## config.mk

```make
export PLATFORM = sky130hd
export DESIGN_NAME = gpio_bank
export DESIGN_NICKNAME = d
export VERILOG_FILES = /design/src/rtl/gpio_bank.sv
export SDC_FILE = /design/constraint.sdc
export NUM_CORES = 1
export LEC_CHECK = 0
export BUFFER_PORTS_ARGS = -buffer_cell sky130_fd_sc_hd__buf_2
export CAP_MARGIN = 20
export CORE_UTILIZATION = 54
export CTS_CLUSTER_DIAMETER = 50
export DETAILED_ROUTE_END_ITERATION = 12
export PLACE_DENSITY = 0.83
export SKIP_CTS_REPAIR_TIMING = 1
export SLEW_MARGIN = 0
export SYNTH_ARGS = -nofsm -noshare
export SYNTH_HDL_FRONTEND = slang
export SYNTH_SLANG_ARGS = --single-unit
```

## constraint.sdc

```tcl
create_clock -name clk -period 8.3 [get_ports clk]
set_clock_uncertainty 0.2 [all_clocks]
set_input_delay 2.49 -clock clk [delete_from_list [all_inputs] [get_ports clk]]
set_output_delay 2.49 -clock clk [all_outputs]
set_load 0.005 [all_outputs]
```

## src/rtl/gpio_bank.sv

```systemverilog
module gpio_bank #(
  parameter int          NPINS    = 32,
  parameter int          ADDR_W   = 12,
  parameter logic [31:0] REV_WORD = 32'h5060_0801
) (
  input  logic              clk,
  input  logic              rst_n,
  input  logic              bus_wr,
  input  logic [ADDR_W-1:0] bus_addr,
  input  logic [NPINS-1:0]  bus_wdata,
  output logic [NPINS-1:0]  bus_rdata,
  input  logic [NPINS-1:0]  pad_in,
  output logic [NPINS-1:0]  pad_out,
  output logic [NPINS-1:0]  pad_drive_en
);

  localparam logic [ADDR_W-1:0] OFF_REV  = ADDR_W'('h000);
  localparam logic [ADDR_W-1:0] OFF_DIR  = ADDR_W'('h134);
  localparam logic [ADDR_W-1:0] OFF_DIN  = ADDR_W'('h138);
  localparam logic [ADDR_W-1:0] OFF_DOUT = ADDR_W'('h13C);
  localparam logic [ADDR_W-1:0] OFF_CLR  = ADDR_W'('h190);
  localparam logic [ADDR_W-1:0] OFF_SET  = ADDR_W'('h194);

  logic [NPINS-1:0] dir_q, out_q, in_s1, in_s2;

  always_ff @(posedge clk or negedge rst_n) begin
    if (!rst_n) begin
      dir_q <= '1;
      out_q <= '0;
    end else if (bus_wr) begin
      case (bus_addr)
        OFF_DIR:  dir_q <= bus_wdata;
        OFF_DOUT: out_q <= bus_wdata;
        OFF_SET:  out_q <= out_q | bus_wdata;
        OFF_CLR:  out_q <= out_q & ~bus_wdata;
        default:  ;
      endcase
    end
  end

  always_ff @(posedge clk or negedge rst_n) begin
    if (!rst_n) begin
      in_s1 <= '0;
      in_s2 <= '0;
    end else begin
      in_s1 <= pad_in;
      in_s2 <= in_s1;
    end
  end

  always_comb begin
    case (bus_addr)
      OFF_REV:  bus_rdata = REV_WORD[NPINS-1:0];
      OFF_DIR:  bus_rdata = dir_q;
      OFF_DIN:  bus_rdata = in_s2;
      OFF_DOUT: bus_rdata = out_q;
      default:  bus_rdata = '0;
    endcase
  end

  assign pad_out      = out_q;
  assign pad_drive_en = ~dir_q;

  a_r4_set_ones: assert property (@(posedge clk) disable iff (!rst_n)
    bus_wr && bus_addr == OFF_SET |=> (pad_out & $past(bus_wdata)) == $past(bus_wdata));

  a_r4_set_keeps: assert property (@(posedge clk) disable iff (!rst_n)
    bus_wr && bus_addr == OFF_SET |=> (pad_out & ~$past(bus_wdata)) == ($past(pad_out) & ~$past(bus_wdata)));

  a_r5_clear_ones: assert property (@(posedge clk) disable iff (!rst_n)
    bus_wr && bus_addr == OFF_CLR |=> (pad_out & $past(bus_wdata)) == '0);

  a_r5_clear_keeps: assert property (@(posedge clk) disable iff (!rst_n)
    bus_wr && bus_addr == OFF_CLR |=> (pad_out & ~$past(bus_wdata)) == ($past(pad_out) & ~$past(bus_wdata)));

  a_r6_load: assert property (@(posedge clk) disable iff (!rst_n)
    bus_wr && bus_addr == OFF_DOUT |=> pad_out == $past(bus_wdata));

  a_r9_stray_write: assert property (@(posedge clk) disable iff (!rst_n)
    bus_wr && bus_addr != OFF_DIR && bus_addr != OFF_DOUT && bus_addr != OFF_SET && bus_addr != OFF_CLR
    |=> $stable(pad_out) && $stable(pad_drive_en));

  a_r8_rev_read: assert property (@(posedge clk) disable iff (!rst_n)
    bus_addr == OFF_REV |-> bus_rdata == REV_WORD[NPINS-1:0]);

endmodule

```

==> run summary, run 1 <==
Status: completed
# placed instances: 734
Worst flop-to-flop path endpoint: pad_out[31]$_DFFE_PN0P_
Antenna diode count: 0
Core area: 9420 sq um
Cell family with most CP delay: simple AND/OR/NAND/NOR gates
WL/cell: 18.0 microns
Vias/cell: 5.49
Setup CP Type: input port to primary output
Setup Viol. Count Final: 0
DRC Markers: 0
Critical R2R Launch: pad_out[31]$_DFFE_PN0P_
# rows: 35
Antenna violations before repair: 0
Yosys top cell area share: 0.449
M1 WL: 5.56 mm
Post-Layout Cell Count: 767
Multi-input gate area: 1900 sq um
Top cells by area, synth: dfrtp_1 (45%), dfstp_2 (16%), mux2_2 (6.7%), mux2i_1 (6.0%), nand2_1 (3.4%)
Pwr/cell area: 211 nW/um^2
Yosys top cell by area: dfrtp_1
Crit-path cells: buf_2 -> or4b_1 -> or4_1 -> buf_16 -> o21ai_0 -> buf_2
Most common cell in the synthesized netlist: dfrtp_1
Routed WL: 13.8 mm
CTS tree: yes
Distinct cells, synth: 31
Metal2 WL: 7.30 mm
CTS Sinks: 128
Int Pwr: 0.00114 W
Sequential share of the synthesized area: 0.606
Worst-path fanout max: 19
Largest net degree at the start of global routing: 68
H-tree depth: 4
Inserted Clock Buffers: 17
Routed wl met3: 810 microns
WP data required: 5.61 ns
Synth Cell Area: 5360 sq um
GPL Wtd Cong: 0.777
EDFF count, synth: 0
Via Count: 4208
Total area of sequential cells: 3240 sq um
#FFs+latches synth: 128
# fillers: 666
Setup TNS: 0 ns
Router iterations before antenna repair: 4
Crit path to: bus_rdata[14]
Switch Pwr: 0.000331 W
First-pass GRT wire length: 21.4 mm
Chip Height: 102 microns
Final net count: 704
Hold WC Path Type: register to register
Starting DRT DRC Count: 169
Antenna viol nets, final: 0
Relative slew slack: 0.472
Async set-reset flop share out of synthesis: 1.00
Warnings, synthesis: 0
Fin area: 6970 sq um
Reg clk slew, reported paths: 0.06 ns
Die area: 10300 sq um
Static Leakage: 3.56 nW
Crit path DAT: 4.64 ns
Commonest cells post-synth: dfrtp_1 (96), nand2_1 (49), inv_1 (33)
Port buffer count: 174
Final worst path period need: 7.33 ns
Buf+Inv Stages, Crit Path: 3
Max-slew violations: 0
GRT Total Usage: 0.282
Syn_nets: 527
Worst reg2reg setup slack: 7.11 ns
Max incr delay on CP: 0.76 ns
Layout cell share with drive strength beyond 1: 0.439
Synthesized instance count: 448
I/O Pins: 175
Switching share of power: 0.226
Die width: 102 microns
Levels on crit path: 6
Worst Tran Pin Value: 0.791 ns
Clock Power Share: 0.510
Initial Utilization: 0.569
Crit path from: bus_addr[9]
DP HPWL: 9.11 mm
Placed inst area: 6340 sq um
Vias in the first global route: 4248
RSZ-0062 raised after global routing: false
Peak supply drop: 0.139 mV
Crit-path most repeated cell: buf_2
Post-route clock period utilization: 0.884
Top FF cell, synth: dfrtp_1
Top layer in use: met4
Startpoint Class: input port
Clock root buffer master: clkbuf_8
Clock Latency Late Sink: 0.50 ns
Clock Path Buffers: 2
Crit path capture type: primary output
Max stage delay cell, worst path: or4_1
Final Hold Fails: 0
Sequential share of power: 0.445
Mean Syn Cell Area: 12.0 sq um
Grt ovf: 0
FF-to-FF path depth: 2
MaxCap Viol Count: 0
Combinational Power Share: 0.044
P&R area growth vs syn: 30.1%
Fmax: 0.136 GHz
[stage by stage]
step,power [W],hold slack (ns),setup WS [ns],utilization
CTS,0.00148,0.146,0.815,0.737
detailed placement,0.000729,0.135,0.825,0.674
global placement,0.000725,0.132,0.907,0.674
global route,0.00151,0.152,0.840,0.740
finish,0.00147,0.144,0.965,0.740
floorplan,0.000681,0.131,1.58,-
[placed cells by master (no fill, tap or decap), drive strengths merged, types with 2 or more instances in the layout]
master and instances:
nand4 2, bufinv 3, o22ai 17, o211ai 6
o21ai 26, nor3 2, nor4 4, inv 39
nand3 2, mux2 32, clkbuf 18, nor3b 17
mux2i 32, a21o 17, clkinv 3, nand2 49
clkinvlp 2, nand2b 18, buf 181, dfstp 32
dfrtp 96, a211o 15, and3 16
[cell type report]
cell class | count | share of cell area
clock buffer | 18 | 0.0600
clock inverter | 14 | 0.0257
inverter | 33 | 0.0178
multi-input combinational | 264 | 0.272
sequential | 128 | 0.465
tap | 129 | 0.0232
timing repair buffer | 181 | 0.136
[per-layer routing]
metal	vias to the layer above	GRT usage
li1	1913	-
met1	2128	0.335
met2	152	0.489
met3	15	0.0690
met4	0	0.124
met5	-	0
[registers in the layout, summed over array words and instances (netlist names)]
name	cells
dir_q	32
in_s1	32
in_s2	32
pad_out	32
[power by group through the flow]
stage | combinational (W) | clock [W] | sequential [W]
detailed placement | 0.0000646 | 0 | 0.000664
CTS | 0.0000654 | 0.000762 | 0.000654
finish | 0.0000649 | 0.000749 | 0.000654
global placement | 0.0000620 | 0 | 0.000663
floorplan | 0.0000190 | 0 | 0.000662
global route | 0.0000719 | 0.000787 | 0.000655
[worst min path at each step]
stage / from / endpoint / slack [ns] / cells past startpoint
after detailed placement: in_s1[18]$_DFF_PN0_ / in_s2[18]$_DFF_PN0_ / 0.13 / 0
after floorplan: in_s1[0]$_DFF_PN0_ / in_s2[0]$_DFF_PN0_ / 0.13 / 0
after global placement: in_s1[13]$_DFF_PN0_ / in_s2[13]$_DFF_PN0_ / 0.13 / 0
after CTS: in_s1[22]$_DFF_PN0_ / in_s2[22]$_DFF_PN0_ / 0.15 / 0
final: in_s1[22]$_DFF_PN0_ / in_s2[22]$_DFF_PN0_ / 0.14 / 0
after global routing: in_s1[7]$_DFF_PN0_ / in_s2[7]$_DFF_PN0_ / 0.15 / 0
[cell families (layout without fill, tap and decap cells)]
| family | count (synthesis) | count (layout) | synth area share |
|---|---|---|---|
| AO/OA/AOI/OAI | 82 | 82 | 0.102 |
| buffers and inverters | 56 | 246 | 0.0437 |
| flip-flops | 128 | 128 | 0.606 |
| multiplexers | 64 | 64 | 0.127 |
| AND/OR/NAND/NOR | 118 | 118 | 0.122 |
No activity file was read; power rests on OpenSTA's default activity.
==> inputs of run 2 (changes only) <==
CORE_UTILIZATION = 51   (was 54)
PLACE_DENSITY = 0.79   (was 0.83)
clock period = 7.3 ns   (was 8.3 ns; I/O delays follow)
==> run summary, run 2 (synthesis results as in run 1) <==
Worst reg2reg setup slack: 6.14 ns
DRC Markers: 0
Relative slew slack: 0.456
Status: completed
GPL Wtd Cong: 0.958
Hold WC Path Type: register to register
Setup Viol. Count Final: 0
Layout cell share with drive strength beyond 1: 0.436
DP HPWL: 8.91 mm
Util after Layout: 0.674
Final worst path period need: 6.53 ns
Grt ovf: 0
Clock Latency Late Sink: 0.51 ns
Multi-input gate area: 1900 sq um
Setup TNS: 0 ns
Fmax: 0.153 GHz
Final net count: 704
Most common cell after layout, fill and taps aside: buf_2
Clock Power Share: 0.481
Die width: 104 microns
P&R area growth vs syn: 28.8%
GR peak layer: met2
# placed instances: 742
Clock root buffer master: clkbuf_8
Inserted Clock Buffers: 17
Initial Utilization: 0.523
Sequential share of power: 0.473
Post-Layout Cell Count: 773
Peak supply drop: 0.147 mV
Chip Height: 104 microns
# rows: 37
Met2 usage: 0.424
Router iterations before antenna repair: 4
WP data required: 4.91 ns
H-tree depth: 4
Max-slew violations: 0
Worst Tran Pin Value: 0.816 ns
Largest net degree at the start of global routing: 68
CTS Sinks: 128
Via Count: 4119
Startpoint Class: input port
Antenna viol nets, final: 0
Die area: 10900 sq um
Core area: 10200 sq um
Switch Pwr: 0.000343 W
Vias/cell: 5.33
First-pass GRT wire length: 21.6 mm
Clock Path Buffers: 2
Post-route clock period utilization: 0.894
Antenna violations before repair: 0
WL/cell: 17.2 microns
Crit path capture type: primary output
Int Pwr: 0.00123 W
MaxCap Viol Count: 0
Final Hold Fails: 0
# fillers: 805
GRT Total Usage: 0.260
Reg clk slew, reported paths: 0.06 ns
Global Route met1 Usage: 0.320
Switching share of power: 0.218
FF-to-FF path depth: 2
Antenna diode count: 0
Fin area: 6900 sq um
Port buffer count: 174
Crit path DAT: 4.14 ns
Setup CP Type: input port to primary output
Total area of sequential cells: 3240 sq um
Pwr/cell area: 228 nW/um^2
M3 GR Usage: 0.0777
Static Leakage: 3.52 nW
I/O Pins: 175
WHS Path Cells: 0
Routed WL: 13.3 mm
Combinational Power Share: 0.047
Worst-path fanout max: 33
Most frequent cells in the layout: buf_2 (173), dfrtp_1 (96), nand2_1 (49)
Starting DRT DRC Count: 270
Vias in the first global route: 4269
RSZ-0062 raised after global routing: false
CTS tree: yes
Placed inst area: 6360 sq um
==> run 2: changes by cell type in the layout (fill, tap and decap cells not counted) <==
cell,change
clkinv_2,+2
clkinvlp_4,+2
buf_16,-1
clkbuf_8,+2
bufinv_16,-2
clkbuf_1,+1
inv_8,-1
inv_6,-5
buf_4,+1
==> run 2: layout make-up <==
cell class / count / area share
clock buffer: 21 / 0.0651
clock inverter: 10 / 0.0129
inverter: 33 / 0.0180
multi-input combinational: 264 / 0.275
sequential: 128 / 0.470
tap: 136 / 0.0247
timing repair buffer: 181 / 0.134
==> run 2: stage by stage <==
stage               hold WS [ns]  setup slack, ns  power [W]
finish                     0.144            0.774    0.00157
global route               0.150            0.729    0.00163
CTS                        0.147            0.822    0.00159
detailed placement         0.135            0.830   0.000828
global placement           0.133            0.871   0.000824
floorplan                  0.131             1.18   0.000774
==> run 2: worst max-delay path, cell delays in order <==
cell	delay (ns)
buf_2	0.11
or4b_1	0.63
or4_1	0.44
buf_4	0.27
o21ai_0	0.30
buf_2	0.17
==> run 2: routing by layer <==
layer  routed length, microns  vias up
li1                         -     1916
met1                     5610     2045
met2                     6670      140
met3                      804       18
met4                      240        0
met5                        0        -
==> run 2: path summary, 6_finish.rpt <==
check                                   startpoint                       to
max                                    bus_addr[9]            bus_rdata[13]
max in group asynchronous                    rst_n  pad_out[23]$_DFFE_PN0P_
min                            in_s1[30]$_DFF_PN0_      in_s2[30]$_DFF_PN0_
min reg2reg                    in_s1[30]$_DFF_PN0_      in_s2[30]$_DFF_PN0_
min in group asynchronous                    rst_n  pad_out[22]$_DFFE_PN0P_
max reg2reg                pad_out[11]$_DFFE_PN0P_  pad_out[11]$_DFFE_PN0P_
==> run 2: power groups by stage <==
| stage | clock network, W | registers, W | logic (W) |
|---|---|---|---|
| after floorplan | 0 | 0.000753 | 0.0000216 |
| after global placement | 0 | 0.000754 | 0.0000706 |
| after detailed placement | 0 | 0.000755 | 0.0000734 |
| after CTS | 0.000769 | 0.000743 | 0.0000740 |
| after global routing | 0.000802 | 0.000745 | 0.0000814 |
| final | 0.000756 | 0.000743 | 0.0000733 |
